[src/rtl/autopoll_pkg.sv]
// Shared types for the status auto-poll engine.
// Assumes: phases run in the fixed order command, address, dummy, status.
package autopoll_pkg;

    typedef enum logic [2:0] {
        PH_IDLE,
        PH_CMD,
        PH_ADR,
        PH_DMY,
        PH_DAT,
        PH_GAP
    } phase_t;

    // Phase that follows a finished serial phase; empty phases are skipped.
    function automatic phase_t phase_after(input phase_t cur, input logic no_adr,
                                           input logic no_dmy);
        phase_t nxt;
        case (cur)
            PH_CMD:  nxt = no_adr ? (no_dmy ? PH_DAT : PH_DMY) : PH_ADR;
            PH_ADR:  nxt = no_dmy ? PH_DAT : PH_DMY;
            default: nxt = PH_DAT;
        endcase
        return nxt;
    endfunction

endpackage

[src/rtl/autopoll_cmp.sv]
// Masked status comparator.
// Does: reports a match when every enabled, in-width bit of the received
// word equals the expected bit. Assumes the upper byte is ignored in 8-bit mode.
module autopoll_cmp #(
    parameter int STAT_W = 16
) (
    input  logic [STAT_W-1:0] rx_word,
    input  logic [STAT_W-1:0] expect_val,
    input  logic [STAT_W-1:0] mask_val,
    input  logic              wide,
    output logic              match
);
    logic [STAT_W-1:0] bit_ok;

    // Per-bit agreement: a bit passes when masked off, out of width or equal.
    for (genvar i = 0; i < STAT_W; i++) begin : g_bit
        if (i < 8) begin : g_low
            assign bit_ok[i] = ~mask_val[i] | (rx_word[i] ~^ expect_val[i]);
        end else begin : g_high
            assign bit_ok[i] = ~wide | ~mask_val[i] | (rx_word[i] ~^ expect_val[i]);
        end
    end

    assign match = &bit_ok;

endmodule

[src/rtl/autopoll_gap.sv]
// Inter-poll chip-select gap timer.
// Does: after a load, counts 2*max(gap_sel, MIN_GAP) clk cycles (one SCK
// cycle is two clk cycles) and pulses done on the last. Assumes clr aborts.
module autopoll_gap #(
    parameter int GAP_W   = 8,
    parameter int MIN_GAP = 2
) (
    input  logic             clk,
    input  logic             rst_n,
    input  logic             load,
    input  logic             clr,
    input  logic [GAP_W-1:0] gap_sel,
    output logic             done
);
    localparam int CW = GAP_W + 1;

    logic [GAP_W-1:0] eff_gap;
    logic [CW-1:0]    cnt;
    logic             active;

    // Apply the lower bound on the gap length.
    always_comb begin
        eff_gap = (gap_sel < GAP_W'(MIN_GAP)) ? GAP_W'(MIN_GAP) : gap_sel;
    end

    // Down-counter covering the whole gap window.
    always_ff @(posedge clk) begin
        if (!rst_n) begin
            cnt    <= '0;
            active <= 1'b0;
        end else if (clr) begin
            cnt    <= '0;
            active <= 1'b0;
        end else if (load) begin
            cnt    <= {eff_gap, 1'b0} - CW'(1);
            active <= 1'b1;
        end else if (active) begin
            if (cnt == '0) active <= 1'b0;
            else           cnt    <= cnt - CW'(1);
        end
    end

    assign done = active && (cnt == '0);

endmodule

[src/rtl/autopoll_seq.sv]
// Serial frame sequencer for the status poll.
// Does: drives chip select, SCK at half the clk rate (mode 0), and the
// command, address, dummy and status phases; decides between repeat and end.
// Assumes: configuration inputs stay stable while busy.
module autopoll_seq
    import autopoll_pkg::*;
#(
    parameter int STAT_W     = 16,
    parameter int ADDR_BYTES = 4,
    parameter int DUMMY_W    = 6,
    parameter int NB_W       = 3
) (
    input  logic                    clk,
    input  logic                    rst_n,
    input  logic                    start,
    input  logic                    stop,
    input  logic                    wide,
    input  logic [STAT_W-1:0]       cmd_code,
    input  logic [ADDR_BYTES*8-1:0] addr_val,
    input  logic [NB_W-1:0]         addr_len,
    input  logic [DUMMY_W-1:0]      dummy_len,
    input  logic                    miso,
    input  logic                    match,
    input  logic                    gap_done,
    output logic                    gap_load,
    output logic [STAT_W-1:0]       rx_word,
    output logic                    sck,
    output logic                    cs_n,
    output logic                    mosi,
    output logic                    busy,
    output logic                    end_flag,
    output logic [STAT_W-1:0]       rt_status
);
    localparam int TXW   = ADDR_BYTES * 8;
    localparam int CNT_W = $clog2(TXW + (1 << DUMMY_W)) + 1;

    phase_t           ph;
    logic [CNT_W-1:0] cnt;
    logic [CNT_W-1:0] ph_len;
    logic             half;
    logic [TXW-1:0]   tx_sh;
    logic [NB_W-1:0]  nb_eff;
    logic [TXW-1:0]   cmd_al;
    logic [TXW-1:0]   adr_al;
    logic             last_bit;
    logic             fin_dat;
    phase_t           nxt_ph;

    // Left-align the command and address words for MSB-first shifting.
    always_comb begin
        nb_eff = (addr_len > NB_W'(ADDR_BYTES)) ? NB_W'(ADDR_BYTES) : addr_len;
        cmd_al = wide ? (TXW'(cmd_code) << (TXW - STAT_W))
                      : (TXW'(cmd_code[7:0]) << (TXW - 8));
        adr_al = addr_val << (8 * (ADDR_BYTES - int'(nb_eff)));
    end

    // Bit length of the current serial phase and the phase that follows it.
    always_comb begin
        case (ph)
            PH_CMD:  ph_len = wide ? CNT_W'(STAT_W) : CNT_W'(8);
            PH_ADR:  ph_len = CNT_W'(nb_eff) << 3;
            PH_DMY:  ph_len = CNT_W'(dummy_len);
            PH_DAT:  ph_len = wide ? CNT_W'(STAT_W) : CNT_W'(8);
            default: ph_len = CNT_W'(1);
        endcase
        last_bit = (cnt == ph_len - CNT_W'(1));
        nxt_ph   = phase_after(ph, nb_eff == '0, dummy_len == '0);
        fin_dat  = (ph == PH_DAT) && half && last_bit;
    end

    // Ask the gap timer to run when a poll ends without a match.
    assign gap_load = fin_dat && !match && !stop;

    // Main frame state machine: phases, SCK halves, shifting and result.
    always_ff @(posedge clk) begin
        if (!rst_n) begin
            ph        <= PH_IDLE;
            cnt       <= '0;
            half      <= 1'b0;
            sck       <= 1'b0;
            cs_n      <= 1'b1;
            tx_sh     <= '0;
            rx_word   <= '0;
            end_flag  <= 1'b0;
            rt_status <= '0;
        end else if (stop && ph != PH_IDLE) begin
            ph   <= PH_IDLE;
            half <= 1'b0;
            sck  <= 1'b0;
            cs_n <= 1'b1;
        end else begin
            case (ph)
                PH_IDLE: begin
                    if (start) begin
                        end_flag <= 1'b0;
                        ph       <= PH_CMD;
                        cs_n     <= 1'b0;
                        cnt      <= '0;
                        half     <= 1'b0;
                        tx_sh    <= cmd_al;
                    end
                end
                PH_GAP: begin
                    if (gap_done) begin
                        ph    <= PH_CMD;
                        cs_n  <= 1'b0;
                        cnt   <= '0;
                        half  <= 1'b0;
                        tx_sh <= cmd_al;
                    end
                end
                default: begin
                    if (!half) begin
                        sck  <= 1'b1;
                        half <= 1'b1;
                        if (ph == PH_DAT) rx_word <= {rx_word[STAT_W-2:0], miso};
                    end else begin
                        sck  <= 1'b0;
                        half <= 1'b0;
                        if (!last_bit) begin
                            cnt   <= cnt + CNT_W'(1);
                            tx_sh <= tx_sh << 1;
                        end else if (ph == PH_DAT) begin
                            rt_status <= rx_word;
                            cs_n      <= 1'b1;
                            if (match) begin
                                end_flag <= 1'b1;
                                ph       <= PH_IDLE;
                            end else begin
                                ph <= PH_GAP;
                            end
                        end else begin
                            ph  <= nxt_ph;
                            cnt <= '0;
                            if (nxt_ph == PH_ADR) tx_sh <= adr_al;
                            else                  tx_sh <= '0;
                            if (nxt_ph == PH_DAT) rx_word <= '0;
                        end
                    end
                end
            endcase
        end
    end

    assign mosi = (ph == PH_CMD || ph == PH_ADR) ? tx_sh[TXW-1] : 1'b0;
    assign busy = (ph != PH_IDLE);

endmodule

[src/rtl/flash_autopoll.sv]
// Top of the serial flash status auto-poll engine.
// Does: ties the frame sequencer, masked comparator and gap timer together
// and gates the end flag onto the interrupt line.
// Assumes: one flash device, single-lane SPI mode 0, inputs stable while busy.
module flash_autopoll #(
    parameter int STAT_W     = 16,
    parameter int ADDR_BYTES = 4,
    parameter int DUMMY_W    = 6,
    parameter int GAP_W      = 8,
    parameter int MIN_GAP    = 2,
    parameter int NB_W       = $clog2(ADDR_BYTES + 1)
) (
    input  logic                    clk,
    input  logic                    rst_n,
    input  logic                    start,
    input  logic                    stop,
    input  logic                    wide16,
    input  logic [STAT_W-1:0]       cmd_code,
    input  logic [ADDR_BYTES*8-1:0] addr_val,
    input  logic [NB_W-1:0]         addr_len,
    input  logic [DUMMY_W-1:0]      dummy_len,
    input  logic [STAT_W-1:0]       stat_expect,
    input  logic [STAT_W-1:0]       stat_mask,
    input  logic [GAP_W-1:0]        gap_len,
    input  logic                    irq_en,
    input  logic                    miso,
    output logic                    sck,
    output logic                    cs_n,
    output logic                    mosi,
    output logic                    busy,
    output logic                    end_flag,
    output logic                    irq,
    output logic [STAT_W-1:0]       rt_status
);
    logic              match;
    logic              gap_load;
    logic              gap_done;
    logic [STAT_W-1:0] rx_word;

    autopoll_seq #(
        .STAT_W(STAT_W), .ADDR_BYTES(ADDR_BYTES), .DUMMY_W(DUMMY_W), .NB_W(NB_W)
    ) u_seq (
        .clk(clk), .rst_n(rst_n), .start(start), .stop(stop), .wide(wide16),
        .cmd_code(cmd_code), .addr_val(addr_val), .addr_len(addr_len),
        .dummy_len(dummy_len), .miso(miso), .match(match), .gap_done(gap_done),
        .gap_load(gap_load), .rx_word(rx_word), .sck(sck), .cs_n(cs_n),
        .mosi(mosi), .busy(busy), .end_flag(end_flag), .rt_status(rt_status)
    );

    autopoll_cmp #(.STAT_W(STAT_W)) u_cmp (
        .rx_word(rx_word), .expect_val(stat_expect), .mask_val(stat_mask),
        .wide(wide16), .match(match)
    );

    autopoll_gap #(.GAP_W(GAP_W), .MIN_GAP(MIN_GAP)) u_gap (
        .clk(clk), .rst_n(rst_n), .load(gap_load), .clr(stop),
        .gap_sel(gap_len), .done(gap_done)
    );

    assign irq = end_flag & irq_en;

endmodule

[config.mk]
export PLATFORM = sky130hd
export DESIGN_NAME = flash_autopoll
export DESIGN_NICKNAME = d
export VERILOG_FILES = /design/src/rtl/autopoll_pkg.sv /design/src/rtl/autopoll_cmp.sv /design/src/rtl/autopoll_gap.sv /design/src/rtl/autopoll_seq.sv /design/src/rtl/flash_autopoll.sv
export SDC_FILE = /design/constraint.sdc
export NUM_CORES = 1
export LEC_CHECK = 0
export BUFFER_PORTS_ARGS = -buffer_cell sky130_fd_sc_hd__buf_2
export CORE_MARGIN = 1
export CORE_UTILIZATION = 55
export CTS_CLUSTER_DIAMETER = 150
export DETAILED_ROUTE_END_ITERATION = 10
export PLACE_DENSITY = 0.9
export SYNTH_ARGS = -nofsm -noshare
export SYNTH_HDL_FRONTEND = slang
export SYNTH_SLANG_ARGS = --single-unit
[constraint.sdc]
create_clock -name clk -period 4.6 [get_ports clk]
set_clock_uncertainty 0.1 [all_clocks]
set_input_delay 0.46 -clock clk [delete_from_list [all_inputs] [get_ports clk]]
set_output_delay 0.46 -clock clk [all_outputs]
set_load 0.02 [all_outputs]
[After elaboration in Yosys (flattened, before gate mapping)]
Index checks and enable logic that the tools add are counted.
Word-level totals
  memory bits (writable): 0
  latch bits: 0
  bits in read-only memories: 0
  word-level logic and storage cells: 185
  memories: 0
  flip-flop bits (word level): 89
Cells by class
  equality and inequality tests: 15
  multipliers: 0
  reduce and logical (&&, ||, !) cells: 36
  add/sub/neg operators: 5
  shifts and indexed selects: 1
  order comparisons: 2
  multiplexer cells: 53
  bitwise gates (word level): 62
  div/mod/pow operators: 0
Operators by type and width (number)
  two-way mux 32 bit: 7
  two-way mux 16 bit: 5
  one-hot mux 32 bit (2 select lines): 1
  two-way mux 8 bit: 6
  << shifter 32 x 32 -> 32 bit: 1
  two-way mux 3 bit: 9
  two-way mux 9 bit: 3
  bitwise OR 1 bit: 24
  one-hot mux 8 bit (3 select lines): 1
  inverter 1 bit: 21
  subtractor 9 x 1 -> 9 bit, second input constant: 2
  one-hot mux 8 bit (2 select lines): 1
  AND reduction 16 bit: 1
  bitwise XNOR 1 bit: 16
  AND reduction 5 bit: 3
  two-way mux 1 bit: 14
  one-hot mux 3 bit (2 select lines): 2
  nonzero test 2 bit: 6
  nonzero test 3 bit: 4
  inequality test 2 bit, second input constant: 5
  == test 3 x 2 -> 1 bit, second input constant: 3
  == test 3 bit, second input constant: 3
  logical NOT 9 bit: 1
  adder 8 x 1 -> 8 bit, second input constant: 1
  other kinds (21): 34

[Depth between registers and ports, before layout]
Gate-level depths: netlist (run 1).
  word-level depth: 11
  gate-level depth with buffers: 16
  gate-level depth less buffers: 12

[Hierarchy]
A second synthesis (run 1) with hierarchy kept.
Second synthesis, totals
  cell total of the unflattened synthesis: 678
  area, all modules: 5709.2 µm²
By module, submodules not included
  autopoll_seq: area each 4745.8 µm², times used 1, seq. area each 1581.5 µm², cells an instance 565
  autopoll_gap: area each 730.7 µm², times used 1, seq. area each 200.2 µm², cells an instance 84
  autopoll_cmp: area each 226.5 µm², times used 1, seq. area each 0.0 µm², cells an instance 28
  flash_autopoll: area each 6.3 µm², times used 1, seq. area each 0.0 µm², cells an instance 1

[Worst setup path before layout (run 1)]
OpenSTA, ideal clock, no wires.
  path type: input port to flip-flop
  start point: input port addr_len[0]
  end point: register u_seq.tx_sh[0]
  slack: 953 ps
  path buffers: 4
  required time: 4430 ps
  arrival: 3477 ps
  stages: 15
  cells stage by stage: nor2b_1 -> clkbuf_1 -> buf_1 -> clkbuf_1 -> inv_1 -> ha_1 -> ha_1 -> nor2_1 -> nand3_1 -> or2_2 -> clkbuf_1 -> nor2_1 -> nand3_1 -> or4_1 -> a21oi_1
On the way
  cells in the longest elaborated chain, start to end: 11
Ends and longest elaborated chain
  start: declaration: line flash_autopoll.sv:20  | input logic [NB_W-1:0] addr_len,
  > comparator 3 bit: line autopoll_seq.sv:51  | nb_eff = (addr_len > NB_W'(ADDR_BYTES)) ? NB_W'(ADDR_BYTES) : addr_len;
  two-way mux 3 bit (*): line autopoll_seq.sv:51
  branches (longest 9 deep; another with subtractor 3 x 3 -> 4 bit)
  end signal: assignment: line autopoll_seq.sv:100  | tx_sh <= cmd_al;
  end signal: assignment: line autopoll_seq.sv:109  | tx_sh <= cmd_al;
  end signal: assignment: line autopoll_seq.sv:122  | tx_sh <= tx_sh << 1;
  end: declaration: line autopoll_seq.sv:41  | logic [TXW-1:0] tx_sh;
Every way passes the cells marked *. The select of a mux whose other input is x is not followed.
A chain may end at the register's enable or synchronous reset.

[Worst setup path after layout (run 1)]
  start point: register u_seq.ph[1]
  end point: register u_seq.cnt[6]
On the way
  cells in the longest elaborated chain, start to end: 8
Ends and longest elaborated chain
  start: declaration: line autopoll_seq.sv:37  | phase_t ph;
  start signal: assignment: line autopoll_seq.sv:133  | ph <= nxt_ph;
  == test 3 x 1 -> 1 bit or == test 3 bit (tied branches): line autopoll_seq.sv:59, autopoll_seq.sv:123
  OR reduction 2 bit (no source line)
  one-hot mux 8 bit (3 select lines): line autopoll_seq.sv:59  | case (ph)
  subtractor 8 x 1 -> 8 bit: line autopoll_seq.sv:66  | last_bit = (cnt == ph_len - CNT_W'(1));
  == test 8 bit: line autopoll_seq.sv:66
  two-way mux 8 bit: line autopoll_seq.sv:120  | if (!last_bit) begin
  two-way mux 8 bit: line autopoll_seq.sv:113  | if (!half) begin
  one-hot mux 8 bit (2 select lines): line autopoll_seq.sv:92  | case (ph)
  end signal: assignment: line autopoll_seq.sv:121  | cnt <= cnt + CNT_W'(1);
  end: declaration: line autopoll_seq.sv:38  | logic [CNT_W-1:0] cnt;
Parallel ways exist; a longest one is shown, timed or not. The select of a mux whose other input is x is not followed.

==> metrics.md, run 1 <==
| Metric | Value |
|---|---|
| Fmax achieved | 0.241 GHz |
| Grt total ovfl | 0 |
| Core ar. | 9730 um^2 |
| Synth async-reset ratio | 0 |
| Num rows | 36 |
| HP Class | input port to flop |
| PortBufs | 125 |
| Post-CTS sizing | 0 |
| Pin count of the biggest net entering global routing | 43 |
| Synthesized area | 5510 um^2 |
| Final GP Congestion | 0.989 |
| Clk slew on worst S/H paths | 0.10 ns |
| Ports | 126 |
| Seq/Total Area, Yosys | 0.324 |
| Period utilisation layout | 0.904 |
| Die X | 102 um |
| # Post-CTS Setup Buffers | 0 |
| R2R Setup Slk | 0.44 ns |
| Data arrival, critical path | 4.28 ns |
| Net count, final | 885 |
| Clock Tree Buf Depth | 2 |
| Max VDD drop | 0.250 mV |
| Fill cell count | 822 |
| Setup TNS | 0 ns |
| Dpl ws | 0.422 ns |
| Antenna violations before repair | 0 |
| Post-synth top cells | dfxtp_1, nand2_1, inv_1, mux2i_1, nor2_1 |
| Layout cells sized above 1 | 0.221 |
| Vias/cell | 6.14 |
| Via count | 5,606 |
| Unique masters post-synth | 69 |
| Worst Max-Slew Pin Slew | 1.10 ns |
| Crit. End Element | flop |
| PwrDens | 460 nW/um^2 |
| Final setup fails | 0 |
| CTS tree | done |
| Syn avg cell area | 8.20 um^2 |
| Hold Fails Final Rpt | 0 |
| DRC viols | 0 |
| Synth area leader | dfxtp_1 |
| Die area | 10,400 um^2 |
| Overall Global Routing Usage | 0.302 |
| WL/cell | 17.2 um |
| Number of global-route vias before repair | 5,265 |
| Post-route ant nets | 0 |
| CTS sink cnt | 89 |
| First-pass GRT wire length | 24.8 mm |
| Fin crit period | 4.16 ns |
| Non-Filler Instances | 913 |
| Drt first-iter violations | 412 |
| Hold_buf cts | 0 |
| Fin util | 0.657 |
| Slew headroom | 0.268 |
| Fin. max-slew vios | 0 |
| Main area contributors after synthesis | dfxtp_1, mux2i_1, nand2_1 |
| Num CTS Buffers | 9 |
| Final WS setup | 0.443 ns |
| Pleak | 2.47 nW |
| #FFs+latches synth | 89 |
| WP data required | 4.73 ns |
| Post-synth EDFFs | 0 |
| Root buffer cell | clkbuf_8 |
| Starting Density | 0.566 |
| Hold path depth | 2 |
| Top_reg_cell synth | dfxtp_1 |
| Worst-case reg-to-reg path depth | 12 |
| Cells after Synth | 671 |
| Die span in y | 102 um |
| Skew-Pair Late Insertion Delay | 0.36 ns |
| Syn. warnings | 0 |
| # H-tree levels | 3 |
| Crit start category | flop |
| Area grow syn2layout | 16.0% |
| DR pass1 iterations | 5 |
| Max cap viols | 0 |
| Most numerous cell in the Yosys netlist | dfxtp_1 |
| Outcome | finished, final reports clean |
| Area share of the largest cell type after synthesis | 0.324 |
| Worst Path Class, Setup | flop to flop |
| Syn_nets | 781 |
| DPL Wire Length | 11.7 mm |
| Worst-path fanout max | 21 |
| Final wirelength | 15.7 mm |
| Diodes inserted | 0 |
| Fin Hold WS | 0.237 ns |
| RSZ-0062 raised after global routing | false |
| Cell count after placement | 897 |
-- registers in the layout (all words and copies together) (netlist names) --
signal,cells
u_seq.tx_sh,32
u_seq.rt_status,16
u_seq.rx_word,16
u_gap.cnt,9
u_seq.cnt,8
u_seq.ph,3
u_gap.active,1
u_seq.cs_n,1
u_seq.end_flag,1
u_seq.half,1
u_seq.sck,1
-- final timing paths --
| path | from | to |
|---|---|---|
| worst min register to register | u_seq.rt_status[0] | u_seq.rt_status[0] |
| worst max register to register | u_seq.ph[1] | u_seq.cnt[6] |
| worst max-delay path | u_seq.ph[1] | u_seq.cnt[6] |
| worst min-delay path | miso | u_seq.rx_word[0] |
-- worst max-delay path, cell delays in order, from the launching register on --
cell	delay [ns]
dfxtp_1	0.78
or3_1	0.32
nand3_1	0.15
inv_1	0.09
ha_1	0.19
o311ai_1	0.18
nor2_1	0.21
nand2_1	0.06
or3_1	0.55
a21o_1	0.38
buf_4	0.25
a211oi_1	0.64
nor3_1	0.12
-- layout by cell type, fill, tap and decap left out, types with 7 or more instances in the layout --
cell        n
buf_2     125
dfxtp_1    89
nand2_1    81
inv_1      42
mux2i_1    42
nor2_1     39
a21oi_1    34
a211oi_1   30
xor2_1     26
o22ai_1    24
o21ai_0    16
a22o_1     16
a221oi_1   15
nand3_1    13
xnor2_1    13
nor2b_1    12
buf_4      12
nor3_1     11
a31oi_1    10
a32oi_1     9
clkbuf_8    9
or3_1       8
nand4_1     8
a22oi_1     8
mux2_2      7
-- where the power goes --
| part | leakage [nW] | switching (mW) | internal [mW] | total, mW |
|---|---|---|---|---|
| Clock | 0.0955 | 0.323 | 0.212 | 0.535 |
| Combinational | 1.65 | 0.946 | 0.505 | 1.45 |
| Sequential | 0.721 | 0.0873 | 0.869 | 0.957 |
-- cells by family (layout without fill, tap and decap cells) --
family                   count (synthesis)  count (layout)  share of synthesized area
multiplexers                            50              50                     0.0934
flip-flops                              89              89                      0.324
buffers and inverters                   87             196                     0.0664
AND/OR/NAND/NOR                        200             200                      0.174
AO/OA/AOI/OAI                          200             200                      0.267
adder cells (fa/ha/maj)                  6               6                     0.0136
XOR/XNOR                                39              39                     0.0620
-- metal layers --
metal  vias to the layer above  GRT usage  share of wire
met5                         -          0              0
li1                       2662          -              -
met3                        38     0.0492          0.063
met2                       271      0.545           0.50
met4                         0      0.111          0.027
met1                      2635      0.360           0.41
-- cell type report --
cell class,instances,area (um^2),share of cell area
Clock buffer,9,124,0.0194
Tap cell,133,166,0.0260
Sequential cell,89,1780,0.279
Timing Repair Buffer,137,716,0.112
Inverter,43,161,0.0253
Multi-Input combinational cell,495,3370,0.527
Clock inverter,7,70.1,0.0110
-- through the flow --
step	instance area, um^2	power (mW)
after CTS	6380	2.90
after global placement	6190	2.32
final	6390	2.94
after global routing	6390	3.10
after detailed placement	6190	2.38
after floorplan	5510	2.03
Power figures use the tool's default switching activity.
==> inputs of run 2 (changes only) <==
--- a/config.mk
+++ b/config.mk
@@ -11,6 +11,7 @@
 export CTS_CLUSTER_DIAMETER = 150
 export DETAILED_ROUTE_END_ITERATION = 10
 export PLACE_DENSITY = 0.9
+export REMOVE_ABC_BUFFERS = 1
 export SYNTH_ARGS = -nofsm -noshare
 export SYNTH_HDL_FRONTEND = slang
 export SYNTH_SLANG_ARGS = --single-unit
==> run 2 against run 1 <==
Sequential power shrank 1%. Power shrank 0.58%. Via count shrank 1.1%. Final cell count grew 0.11%.
==> metrics.md, run 2 (same netlist as run 1, synthesis figures left out) <==
| Metric | Value |
|---|---|
| Clock Tree Buf Depth | 2 |
| DR pass1 iterations | 5 |
| Hold path depth | 2 |
| PortBufs | 125 |
| Die X | 102 um |
| Worst-path fanout max | 17 |
| Top Registers | u_seq.tx_sh: 32 flops, u_seq.rt_status: 16 flops, u_seq.rx_word: 16 flops |
| Worst Max-Slew Pin Slew | 1.11 ns |
| Crit. End Element | flop |
| Worst Path Class, Setup | flop to flop |
| CTS tree | done |
| Skew-Pair Late Insertion Delay | 0.37 ns |
| WL/cell | 16.3 um |
| CP peak stage delay | 0.74 ns |
| Hold_sp | miso |
| Final wirelength | 14.9 mm |
| Clk slew on worst S/H paths | 0.09 ns |
| Die span in y | 102 um |
| Post-route ant nets | 0 |
| Crit start category | flop |
| Number of global-route vias before repair | 5,254 |
| Fin Hold WS | 0.206 ns |
| RSZ-0062 raised after global routing | false |
| WP data required | 4.76 ns |
| Starting Density | 0.566 |
| Fin util | 0.657 |
| Fin. max-slew vios | 0 |
| Antenna violations before repair | 0 |
| Fin crit period | 3.92 ns |
| Worst r2r dst | u_gap.cnt[2] |
| Crit path max-delay cell type | a2111o_1 |
| R2R Setup Slk | 0.68 ns |
| Period utilisation layout | 0.853 |
| Area grow syn2layout | 16.1% |
| Critical path buffers and inverters | 1 |
| Max reg flops | 32 |
| Overall Global Routing Usage | 0.292 |
| R2r startpoint | u_seq.ph[0] |
| Max cap viols | 0 |
| # Post-CTS Setup Buffers | 0 |
| Root buffer cell | clkbuf_8 |
| PwrDens | 458 nW/um^2 |
| Pleak | 2.47 nW |
| Drt first-iter violations | 338 |
| Worst-case reg-to-reg path depth | 12 |
| CTS sink cnt | 89 |
| Data arrival, critical path | 4.08 ns |
| DRC viols | 0 |
| Fmax achieved | 0.255 GHz |
| Pin count of the biggest net entering global routing | 44 |
| Design Area, Final | 6390 um^2 |
| HP Class | input port to flop |
| Die area | 10,400 um^2 |
| Outcome | finished, final reports clean |
| Pwr Total | 2.92 mW |
| Via count | 5,544 |
| Layout cells sized above 1 | 0.222 |
| Final setup fails | 0 |
| Ports | 126 |
| Most common cell after layout, fill and taps aside | buf_2 |
| Final GP Congestion | 0.925 |
| Critical path cell sequence | or3_1 > nand3_1 > inv_1 > ha_1 > xor2_1 > xnor2_1 > a211o_1 > a211oi_2 > nand2_4 > a2111o_1 > nor2_8 > mux2_4 |
| Core ar. | 9730 um^2 |
| Grt total ovfl | 0 |
| Num rows | 36 |
| Vias/cell | 6.07 |
| Most frequent cells in the layout | buf_2, dfxtp_1, nand2_1 |
| Non-Filler Instances | 914 |
| DPL Wire Length | 11.0 mm |
| Max VDD drop | 0.314 mV |
| Hold Fails Final Rpt | 0 |
| First-pass GRT wire length | 24.1 mm |
| # H-tree levels | 3 |
| Slew headroom | 0.254 |
| Cell Area, Placed | 6200 um^2 |
| Worst Hold Path EP | u_seq.rx_word[0] |
| Top Family by Delay on Critical Path | compound AO/OA/AOI/OAI gates |
| Diodes inserted | 0 |
| Num CTS Buffers | 9 |
| Net count, final | 886 |
| Hold_buf cts | 0 |
| Largest Register | u_seq.tx_sh |
| Post-CTS sizing | 0 |
| Cell count after placement | 898 |
## run 2: changes by cell type in the layout (fill, tap and decap cells not counted)
cell | previous run | this run
clkbuf_8 | 9 | 11
buf_4 | 12 | 13
clkinv_2 | 0 | 1
clkinv_4 | 1 | 0
clkinv_8 | 1 | 0
clkinvlp_4 | 1 | 2
inv_6 | 3 | 2
inv_8 | 1 | 0
nor3_1 | 11 | 10
nor3_2 | 0 | 1
o21ai_1 | 2 | 3
o21ai_2 | 1 | 0
## run 2: where the power goes
part / switching, mW / total [mW] / internal, mW
combinational: 0.948 / 1.46 / 0.516
clock: 0.288 / 0.517 / 0.229
sequential: 0.0745 / 0.944 / 0.869
total: 1.31 / 2.92 / 1.61
## run 2: per-stage QoR
stage               worst slack (ns)  setup TNS (ns)
floorplan                    -0.0959         -0.0959
global placement               0.826               0
detailed placement             0.728               0
CTS                            0.702               0
global route                   0.405               0
finish                         0.678               0
## run 2: cell type report
class,count,area (um^2)
fill,787,3340
clock buffer,11,151
timing repair buffer,138,723
inverter,43,161
tap,133,166
clock inverter,5,37.5
sequential,89,1780
multi-input combinational,495,3370
## run 2: worst max-delay path by stage
stage	from	end	slack [ns]	depth (start not counted)
3_5_place_dp	u_seq.ph[0]	u_gap.cnt[2]	0.73	12
5_1_grt	u_seq.ph[0]	u_seq.tx_sh[18]	0.41	11
4_1_cts	u_seq.ph[0]	u_gap.cnt[2]	0.70	12
2_1_floorplan	addr_len[2]	u_seq.tx_sh[0]	-0.1	8
6_report	u_seq.ph[0]	u_gap.cnt[2]	0.68	12
3_3_place_gp	u_seq.ph[0]	u_gap.cnt[2]	0.83	12
## run 2: metal layers
layer,share of wire,vias to the layer above,global-route usage
met4,0.022,0,0.110
met1,0.40,2549,0.352
met3,0.084,36,0.0622
li1,-,2675,-
met5,0,-,0
met2,0.49,284,0.510
## run 2: worst register-to-register path, stage by stage (launching register included)
cell and delay (ns):
dfxtp_1 0.46, or3_1 0.52, nand3_1 0.15, inv_1 0.05, ha_1 0.22, xor2_1 0.16
xnor2_1 0.14, a211o_1 0.24, a211oi_2 0.22, nand2_4 0.15, a2111o_1 0.74, nor2_8 0.34
mux2_4 0.33
